--- config.mk ---
export PLATFORM = sky130hd
export DESIGN_NAME = blkerr_mon
export DESIGN_NICKNAME = d
export VERILOG_FILES = /design/src/rtl/blkerr_pkg.sv /design/src/rtl/blkerr_cv_latch.sv /design/src/rtl/blkerr_detect.sv /design/src/rtl/blkerr_sat_cnt.sv /design/src/rtl/blkerr_mon.sv
export SDC_FILE = /design/constraint.sdc
export NUM_CORES = 1
export LEC_CHECK = 0
export ABC_AREA = 0
export BUFFER_PORTS_ARGS = -buffer_cell sky130_fd_sc_hd__buf_2
export CAP_MARGIN = 30
export CORE_MARGIN = 2
export CORE_UTILIZATION = 25
export CTS_BUF_LIST = sky130_fd_sc_hd__clkbuf_4 sky130_fd_sc_hd__clkbuf_8
export DETAILED_ROUTE_END_ITERATION = 6
export SYNTH_ARGS = -nofsm -noshare
export SYNTH_HDL_FRONTEND = slang
export SYNTH_SLANG_ARGS = --single-unit
--- constraint.sdc ---
create_clock -name clk_i -period 4.1 [get_ports clk_i]
set_input_delay 0.615 -clock clk_i [delete_from_list [all_inputs] [get_ports clk_i]]
set_output_delay 0.615 -clock clk_i [all_outputs]
set_load 0.05 [all_outputs]
--- src/rtl/blkerr_pkg.sv ---
package blkerr_pkg;
  typedef struct packed {
    logic evt;
    logic near;
    logic far;
  } frame_res_t;
endpackage

--- src/rtl/blkerr_cv_latch.sv ---
module blkerr_cv_latch (
  input  logic clk_i,
  input  logic rst_ni,
  input  logic cv_i,
  input  logic frame_end_i,
  output logic frame_cv_o
);
  logic seen_q;

  always_ff @(posedge clk_i) begin
    if (!rst_ni)          seen_q <= 1'b0;
    else if (frame_end_i) seen_q <= 1'b0;
    else if (cv_i)        seen_q <= 1'b1;
  end

  // violation in the strobe cycle still belongs to the ending frame
  assign frame_cv_o = seen_q | cv_i;

  // a new frame starts clean after each strobe
  assert_latch_clear_R2: assert property (@(posedge clk_i) disable iff (!rst_ni)
    frame_end_i |=> (cv_i || !frame_cv_o));
  // once a violation is seen the frame stays marked until the strobe
  assert_latch_hold_R1: assert property (@(posedge clk_i) disable iff (!rst_ni)
    (cv_i && !frame_end_i) |=> frame_cv_o);
endmodule

--- src/rtl/blkerr_detect.sv ---
module blkerr_detect
  import blkerr_pkg::*;
(
  input  logic       clk_i,
  input  logic       rst_ni,
  input  logic       lt_mode_i,
  input  logic       frame_end_i,
  input  logic       frame_cv_i,
  input  logic       far_ind_i,
  output frame_res_t res_o,
  output logic       up_ind_o
);
  logic up_q;

  always_comb begin
    res_o.near = frame_end_i & frame_cv_i;
    res_o.far  = frame_end_i & lt_mode_i & far_ind_i;
    res_o.evt  = res_o.near | res_o.far;
  end

  always_ff @(posedge clk_i) begin
    if (!rst_ni)          up_q <= 1'b0;
    else if (frame_end_i) up_q <= ~lt_mode_i & frame_cv_i;
  end

  assign up_ind_o = up_q;

  // the indicator only moves at a frame boundary
  assert_up_stable_R3: assert property (@(posedge clk_i) disable iff (!rst_ni)
    !frame_end_i |=> $stable(up_ind_o));
  // no upstream indicator on the line-termination side
  assert_lt_no_up_R4: assert property (@(posedge clk_i) disable iff (!rst_ni)
    (frame_end_i && lt_mode_i) |=> !up_ind_o);
endmodule

--- src/rtl/blkerr_sat_cnt.sv ---
module blkerr_sat_cnt #(
  parameter int CNT_W = 8
) (
  input  logic             clk_i,
  input  logic             rst_ni,
  input  logic             active_i,
  input  logic             rd_i,
  input  logic             evt_i,
  output logic [CNT_W-1:0] cnt_o
);
  localparam logic [CNT_W-1:0] CNT_MAX = {CNT_W{1'b1}};
  localparam logic [CNT_W-1:0] CNT_ONE = CNT_W'(1);

  logic [CNT_W-1:0] cnt_q;

  always_ff @(posedge clk_i) begin
    if (!rst_ni)                       cnt_q <= '0;
    else if (!active_i)                cnt_q <= '0;
    else if (rd_i)                     cnt_q <= evt_i ? CNT_ONE : '0;
    else if (evt_i && cnt_q != CNT_MAX) cnt_q <= cnt_q + CNT_ONE;
  end

  assign cnt_o = cnt_q;

  assert_inc_one_R1: assert property (@(posedge clk_i) disable iff (!rst_ni)
    (active_i && !rd_i && evt_i && cnt_o != CNT_MAX) |=> cnt_o == $past(cnt_o) + CNT_ONE);
  assert_rd_clear_R5: assert property (@(posedge clk_i) disable iff (!rst_ni)
    (active_i && rd_i && !evt_i) |=> cnt_o == '0);
  assert_rd_evt_R6: assert property (@(posedge clk_i) disable iff (!rst_ni)
    (active_i && rd_i && evt_i) |=> cnt_o == CNT_ONE);
  assert_idle_zero_R7: assert property (@(posedge clk_i) disable iff (!rst_ni)
    !active_i |=> cnt_o == '0);
  assert_no_overflow_R8: assert property (@(posedge clk_i) disable iff (!rst_ni)
    (active_i && !rd_i && cnt_o == CNT_MAX) |=> cnt_o == CNT_MAX);
  assert_hold_R2: assert property (@(posedge clk_i) disable iff (!rst_ni)
    (active_i && !rd_i && !evt_i) |=> $stable(cnt_o));
endmodule

--- src/rtl/blkerr_mon.sv ---
module blkerr_mon
  import blkerr_pkg::*;
#(
  parameter int                    CNT_W      = 8,
  parameter int                    LINK_W     = 3,
  parameter logic [2**LINK_W-1:0]  ACTIVE_SET = 8'b0111_0000
) (
  input  logic              clk_i,
  input  logic              rst_ni,
  input  logic              lt_mode_i,
  input  logic [LINK_W-1:0] link_state_i,
  input  logic              frame_end_i,
  input  logic              cv_i,
  input  logic              far_ind_i,
  input  logic              rd_i,
  output logic [CNT_W-1:0]  count_o,
  output logic              up_ind_o
);
  logic       frame_cv;
  logic       active;
  frame_res_t res;

  assign active = ACTIVE_SET[link_state_i];

  blkerr_cv_latch u_latch (
    .clk_i       (clk_i),
    .rst_ni      (rst_ni),
    .cv_i        (cv_i),
    .frame_end_i (frame_end_i),
    .frame_cv_o  (frame_cv)
  );

  blkerr_detect u_detect (
    .clk_i       (clk_i),
    .rst_ni      (rst_ni),
    .lt_mode_i   (lt_mode_i),
    .frame_end_i (frame_end_i),
    .frame_cv_i  (frame_cv),
    .far_ind_i   (far_ind_i),
    .res_o       (res),
    .up_ind_o    (up_ind_o)
  );

  blkerr_sat_cnt #(.CNT_W(CNT_W)) u_cnt (
    .clk_i    (clk_i),
    .rst_ni   (rst_ni),
    .active_i (active),
    .rd_i     (rd_i),
    .evt_i    (res.evt),
    .cnt_o    (count_o)
  );

  // a frame with both error sources still adds one
  assert_both_one_R4: assert property (@(posedge clk_i) disable iff (!rst_ni)
    (active && !rd_i && res.near && res.far && count_o != {CNT_W{1'b1}})
      |=> count_o == $past(count_o) + CNT_W'(1));
endmodule

Word level (Yosys, flattened, before mapping)
Memory sizes are Yosys's and may differ from the RTL's.
Index checks and enable logic that the tools add are counted.
Widths: inputs -> output; s select.
{ "totals": {"reg_bits": 10, "mem_bits_ro": 8, "input_bits": 10, "output_inout_bits": 9, "wordCells": 23, "n_memories": 1} }
{ "op_classes": {"n_addsub": 1, "n_lt_le_gt_ge": 1, "eq_ne": 1, "mux": 4, "n_bitwise": 8, "reduce_logical": 4} }
{ "mem_list": {"columns": ["memory", "depth", "word_bits", "read_ports", "rd_ports_with_merged_regs", "write_ports", "line_no", "rtl"], "rows": [
  ["(no name shown)", 8, 1, 1, 0, 0, "blkerr_mon.sv:23", "assign active = ACTIVE_SET[link_state_i];"]
]} }
{ "op_table": {"columns": ["operator", "n"], "rows": [
  ["$mux 8", 2],
  ["$add 8x1->8 const B", 1],
  ["$ne 8x8->1 const B", 1],
  ["$and 1x1->1", 4],
  ["$lt 3x4->1 const B", 1],
  ["$mux 1", 2],
  ["$not 1->1", 2],
  ["$or 1x1->1", 2],
  ["$reduce_and 2->1", 1],
  ["$reduce_bool 2->1", 1],
  ["$reduce_or 2->1", 1],
  ["$logic_and 1x1->1", 1]
]} }

Longest topological paths before layout
Gate-level depths: netlist (run 1).
{ "depth": {"ltp_word": 6, "ltp_mapped": 5, "ltp_nobuf": 5} }

Modules after synthesis
Synthesis (run 1) repeated with hierarchy kept, for this count alone.
{ "unflattened": {"hier_cells": 67, "area_unflattened_um2": 584.3} }
{ "modules_own_cells": {"columns": ["mod", "instances", "cells_each", "area_per_inst_um2", "seq_area_each_um2"], "rows": [
  ["blkerr_sat_cnt", 1, 55, 471.7, 160.2],
  ["blkerr_detect", 1, 8, 66.3, 20.0],
  ["blkerr_cv_latch", 1, 3, 35.0, 20.0],
  ["blkerr_mon", 1, 1, 11.3, 0.0]
]} }

Least setup slack after synthesis (run 1)
Ideal clock, no wire load.
{ "synth_timing": {"kind": "register to register", "start": "reg u_cnt.cnt_q[0], in the netlist u_cnt.cnt_o[0]", "end": "reg u_cnt.cnt_q[1], in the netlist u_cnt.cnt_o[1]", "setup_time_ns": 0.122, "arrival_time_ns": 1.689, "t_required_ns": 3.978, "path_slack_ns": 2.289, "path_stages_with_launch": 6, "path_buffers": 0, "period_less_slack_ns": 1.811, "cell_sequence": "dfxtp_1 ha_1 nand4_4 o211ai_4 mux2i_1 nor2_1"} }
{ "synth_via": {"elab_chain_len": 3, "word_cells_on_any_way": 6} }
{ "synth_rtl": {"columns": ["element", "line_no", "rtl"], "rows": [
  ["start, declared", "blkerr_sat_cnt.sv:14", "logic [CNT_W-1:0] cnt_q;"],
  ["start signal, assigned", "blkerr_sat_cnt.sv:19", "else if (rd_i) cnt_q <= evt_i ? CNT_ONE : '0;"],
  ["start signal, assigned", "blkerr_sat_cnt.sv:20", "else if (evt_i && cnt_q != CNT_MAX) cnt_q <= cnt_q + CNT_ONE;"],
  ["$add 8x1->8 / $ne 8x8->1 (equally long branches)", "blkerr_sat_cnt.sv:20", null],
  ["$mux 8 / $logic_and 1x1->1 (equally long branches)", "blkerr_sat_cnt.sv:20", null],
  ["$mux 8 / $reduce_bool 2->1 (equally long branches)", null, null]
]} }
Several ways; a longest one is shown, not always the timed one. The select of a mux whose other input is x is not followed.
A chain may end at the register's enable or synchronous reset.

Worst setup path after layout (run 1)
{ "layout_timing": {"start": "reg u_cnt.cnt_q[2], in the netlist u_cnt.cnt_o[2]", "end": "out count_o[2]"} }
{ "layout_rtl": {"columns": ["element", "line_no", "rtl"], "rows": [
  ["end, declared", "blkerr_mon.sv:16", "output logic [CNT_W-1:0] count_o,"]
]} }
No word-level cell between the ends.

==> results of run 1 <==
-- cell usage in the layout (no fill, tap or decap), types with 2 or more instances in the layout --
master and count:
or3_1 3, buf_2 18, a21oi_1 5, inv_1 2
dfxtp_1 10, nand2_1 3, nor2_1 4, o21ai_0 4
mux2i_1 2, clkbuf_4 3, nand3_1 4
-- power by group through the flow --
stage	Clock (mW)	Combinational (mW)	Sequential, mW
after CTS	0.0945	0.0203	0.0993
final	0.0921	0.0200	0.0994
after detailed placement	0	0.0201	0.102
after global routing	0.0998	0.0222	0.0995
after floorplan	0	0.00915	0.104
after global placement	0	0.0199	0.102
-- worst paths after layout --
| kind | startpoint | endpoint | slack, ns | cells past startpoint |
|---|---|---|---|---|
| max | u_cnt.cnt_o[2] | count_o[2] | 2.39 | 1 |
| min | u_detect.up_ind_o | u_detect.up_ind_o | 0.52 | 2 |
| max reg2reg | u_cnt.cnt_o[0] | u_cnt.cnt_o[7] | 2.49 | 5 |
| min reg2reg | u_detect.up_ind_o | u_detect.up_ind_o | 0.52 | 2 |
-- layout make-up --
class | instances | area [sq um] | area share (%)
tap | 27 | 33.78 | 4.991
sequential | 10 | 200.2 | 29.57
clock buffer | 4 | 36.28 | 5.360
timing repair buffer | 18 | 90.09 | 13.31
multi-input combinational | 45 | 309.0 | 45.66
inverter | 2 | 7.507 | 1.109
-- flip-flops by register name (all words and copies together), names as in the netlist --
signal and flops:
u_detect.up_ind_o 1, u_latch.seen_q 1, u_cnt.cnt_o 8
-- layer usage --
layer  vias up  part of all wire (%)  global-route usage (%)
met5         -                     0                       0
met4         0                   2.1                   5.556
met3         3                   6.2                   4.242
met2        13                    45                   15.33
met1       252                    47                   12.87
li1        268                     -                       -
-- cells by family (layout without fill, tap and decap cells) --
logic type | after synthesis | count (layout) | synth area share (%)
and+or+nand+nor | 26 | 26 | 31.01
DFF | 10 | 10 | 38.46
adders and majority gates | 1 | 1 | 2.403
buffers and inverters | 3 | 24 | 2.163
AOI/OAI and AO/OA | 16 | 16 | 22.12
muxes | 2 | 2 | 3.846
-- worst register-to-register path, cell delays in order, from the launching register on --
cell and delay, ns:
dfxtp_1 0.36, ha_1 0.28, nand4_4 0.14, o211ai_4 0.14
or4_1 0.48, a21oi_1 0.14
==> summary.md, run 1 <==
| Metric | Value |
|---|---|
| Status | `complete, no violations` |
| Fmax | `0.5862 GHz` |
| Worst path buffer plus inverter count | `1` |
| Yosys top cell by area | `dfxtp_1` |
| Crit start category | `register` |
| Total GRT Usage | `10.42%` |
| Post-synth top area share | `38.46%` |
| Switching share of total power | `24.09%` |
| Internal | `0.1605 mW` |
| Vias | `536` |
| # fillers | `230` |
| Largest net degree at the start of global routing | `11` |
| Register share of total power | `47.0%` |
| WHS | `0.5208 ns` |
| Min Tclk post-route | `1.706 ns` |
| Req. time, crit path | `3.48 ns` |
| EDFF count, synth | `0` |
| Drt first pass iters | `4` |
| CTS sink cnt | `10` |
| CP max FO | `8` |
| Number of global-route vias before repair | `446` |
| Most frequent cells after synthesis | `10 x dfxtp_1, 5 x a21oi_1, 4 x nand3_1, 4 x nor2_1, 4 x o21ai_0` |
| Routed len/inst | `11.17 microns` |
| Final setup violation count | `0` |
| Yosys warnings | `0` |
| Share of layout cells above drive strength 1 | `32.91%` |
| Finished layout cell area | `676.9 sq um` |
| TNS Setup | `0 ns` |
| First DRT Iteration DRCs | `5` |
| P per Cell Area | `312.4 mW/mm^2` |
| Non-Filler Instances | `106` |
| Synth async-reset ratio | `0%` |
| Seq/Total Area, Yosys | `38.46%` |
| Unrepaired setup endpoints after global routing | `false` |
| Die W | `49.63 microns` |
| Synth Register Bits | `10` |
| Static leakage | `0.2875 nW` |
| Core Util, Final | `34.50%` |
| Clk buf depth | `2` |
| Area of the core | `0.001962 sq mm` |
| Dpl cells | `102` |
| CP delay by family, top | `flip-flops` |
| Global-route wire length before repair | `1945 microns` |
| Crit path DAT | `1.09 ns` |
| Final HPWL DP | `904.4 microns` |
| Hold-fix buffers, CTS | `0` |
| Routability cong. | `0.7999` |
| Die Ht | `49.63 microns` |
| Max cap viols | `0` |
| Crit path capture type | `primary output` |
| DP Area | `640.6 sq um` |
| Via-to-Cell Ratio | `5.057` |
| CP Class | `register to primary output` |
| Hold Vio Cnt, Final | `0` |
| Resize count post-CTS | `0` |
| Clock skew | `0.005254 ns` |
| DRC Markers | `0` |
| Ys flop type | `dfxtp_1` |
| Postcts setup bufs | `0` |
| Core Rows | `16` |
| GRT overflow | `0` |
| Post-DRT Antenna Nets | `0` |
| Max Slew Vio Count | `0` |
| Area contributors post-synth | `dfxtp_1 38%, a21oi_1 4.8%, nand4_4 4.1%` |
| Comb pwr share | `9.4%` |
| Fin crit share | `41.60%` |
| Die ar. | `0.002463 sq mm` |
| Synth Area per Inst | `8.974 sq um` |
| Total chip power | `0.2114 mW` |
| Buffers on Ports | `18` |
| Most frequent cell after synthesis | `dfxtp_1` |
| Pre-CTS WS | `2.377 ns` |
| Root Driver | `clkbuf_4` |
| Nets | `91` |
| Syn_nets | `69` |
| Peak supply drop | `0.07938 mV` |
| Initial antenna violation count | `0` |
| Initial Util | `26.53%` |
| Cell Area, Synth | `520.5 sq um` |
| Delay of the slowest cell on the worst path | `0.49 ns` |
| Final worst slack | `2.394 ns` |
| IO Pins | `19` |
| CP max-delay cell | `dfxtp_1` |
| H-tree Lvls | `1` |
| Final WL | `1184 microns` |
| CTS buffer count | `3` |
| CP Cell Sequence | `buf_2` |
| Synth-to-layout area growth | `30.05%` |
| Worst Hold Class | `register to register` |
| Tightest Pin Transition | `0.3033 ns` |
| Worst skew pair latency | `0.27 ns` |
| Rel. slew slack | `79.68%` |
| Antenna diodes | `0` |
| Clock transition at path regs | `0.07 ns` |
| Clock power share | `43.6%` |
| CTS tree | `yes` |
| NetSw | `0.05094 mW` |
| Mapped Cells | `58` |
| Unique masters post-synth | `30` |
Power figures use the tool's default switching activity.
==> inputs of run 2 (changes only) <==
- clock period: 4.1 -> 1.7 ns (I/O delays scaled with it)
==> run 2 against run 1 <==
Net effect:
- die area unchanged
- highest routed layer unchanged
- sequential share of layout area increased by 0.88 points
- critical path type is now register to register
- first-iteration DRC count up 140%
- final cell count down 0.94%
- wire length up 1.2%
- clock skew is 0.0026 ns lower
- total power up 110%
- largest cell class unchanged
- worst hold slack worse by 0.29 ns
==> summary.md, run 2 (synthesized netlist as in run 1, its figures left out) <==
| Metric | Value |
|---|---|
| Crit path capture type | `register` |
| Max Slew Vio Count | `0` |
| Final setup violation count | `0` |
| CP Class | `register to register` |
| Die ar. | `0.002463 sq mm` |
| Nets | `91` |
| Number of flip-flops in the largest register | `8` |
| Core Util, Final | `33.93%` |
| Crit path DAT | `1.80 ns` |
| Synth-to-layout area growth | `27.88%` |
| Number of global-route vias before repair | `496` |
| Worst Hold Class | `input pin to register` |
| Total chip power | `0.4498 mW` |
| Routed len/inst | `11.41 microns` |
| Routability cong. | `0.8227` |
| Vias | `532` |
| Initial Util | `26.53%` |
| Rel. slew slack | `79.48%` |
| H-tree Lvls | `1` |
| P per Cell Area | `675.7 mW/mm^2` |
| Pre-CTS WS | `0.09781 ns` |
| GRT overflow | `0` |
| Total GRT Usage | `10.86%` |
| Unrepaired setup endpoints after global routing | `false` |
| Die Ht | `49.63 microns` |
| Initial antenna violation count | `0` |
| Final WL | `1198 microns` |
| Clock skew | `0.002685 ns` |
| Clk buf depth | `2` |
| Status | `complete, no violations` |
| Hold-fix buffers, CTS | `0` |
| Via-to-Cell Ratio | `5.067` |
| Non-Filler Instances | `105` |
| CP max FO | `10` |
| Global-route wire length before repair | `2104 microns` |
| Final worst slack | `0.09456 ns` |
| Dpl cells | `102` |
| Largest net degree at the start of global routing | `11` |
| TNS Setup | `0 ns` |
| Resize count post-CTS | `0` |
| Postcts setup bufs | `0` |
| Area of the core | `0.001962 sq mm` |
| CTS tree | `yes` |
| Final HPWL DP | `913.1 microns` |
| Fmax | `0.6229 GHz` |
| IO Pins | `19` |
| Share of layout cells above drive strength 1 | `34.62%` |
| Req. time, crit path | `1.90 ns` |
| Tightest Pin Transition | `0.3074 ns` |
| Post-DRT Antenna Nets | `0` |
| Crit start category | `register` |
| Root Driver | `clkbuf_4` |
| Clock transition at path regs | `0.06 ns` |
| Antenna diodes | `0` |
| Drt first pass iters | `4` |
| Most common cell after layout, fill and taps aside | `buf_2` |
| Worst skew pair latency | `0.27 ns` |
| Die W | `49.63 microns` |
| Fin crit share | `94.44%` |
| Core Rows | `16` |
| DRC Markers | `0` |
| Most frequent cells in the layout | `18 x buf_2, 8 x dfxtp_1, 5 x a21oi_1` |
| Min Tclk post-route | `1.605 ns` |
| Hold Vio Cnt, Final | `0` |
| Peak supply drop | `0.2268 mV` |
| Max cap viols | `0` |
| First DRT Iteration DRCs | `12` |
| Static leakage | `0.2813 nW` |
| Buffers on Ports | `18` |
| CTS sink cnt | `10` |
| CTS buffer count | `3` |
## run 2: changes by cell type in the layout (fill, tap and decap cells not counted), sizes merged
cell and delta:
clkbuf -1
## run 2: cell type report
class / instances / area, sq um
inverter: 2 / 7.507
fill: 227 / 1296
timing repair buffer: 18 / 90.09
sequential: 10 / 202.7
clock buffer: 3 / 22.52
multi-input combinational: 45 / 309.0
tap: 27 / 33.78
## run 2: final timing paths
kind | start | endpoint | slack, ns | cells past startpoint
max | u_cnt.cnt_o[0] | u_cnt.cnt_o[7] | 0.09 | 5
min | rst_ni | u_detect.up_ind_o | 0.23 | 2
max reg2reg | u_cnt.cnt_o[0] | u_cnt.cnt_o[7] | 0.09 | 5
min reg2reg | u_cnt.cnt_o[0] | u_cnt.cnt_o[0] | 0.51 | 2
## run 2: routing by layer
layer  vias to the layer above  wire (microns)  global-route usage, %
met5                         -               0                      0
met4                         0              14                  6.944
met2                        14             571                  16.89
met1                       248             570                  14.37
met3                         2              41                 0.9091
li1                        268               -                      -
## run 2: power breakdown
part / total (mW) / internal, mW / switching, mW / leakage (nW)
logic: 0.0480 / 0.0198 / 0.0283 / 0.186
clock network: 0.162 / 0.0818 / 0.0803 / 0.0138
registers: 0.240 / 0.237 / 0.00210 / 0.0819
## run 2: critical path, stage by stage (launching register included)
cell and delay (ns):
dfxtp_2 0.34, ha_1 0.26, nand4_4 0.14, o211ai_4 0.14, or4_1 0.50, a21oi_1 0.16
## run 2: metrics by stage
stage	hold slack [ns]	area, sq um
4_1_cts	0.2334	665.6
2_1_floorplan	0.3311	523.0
5_1_grt	0.2501	665.6
3_3_place_gp	0.4953	643.1
6_report	0.2281	665.6
3_5_place_dp	0.5051	643.1
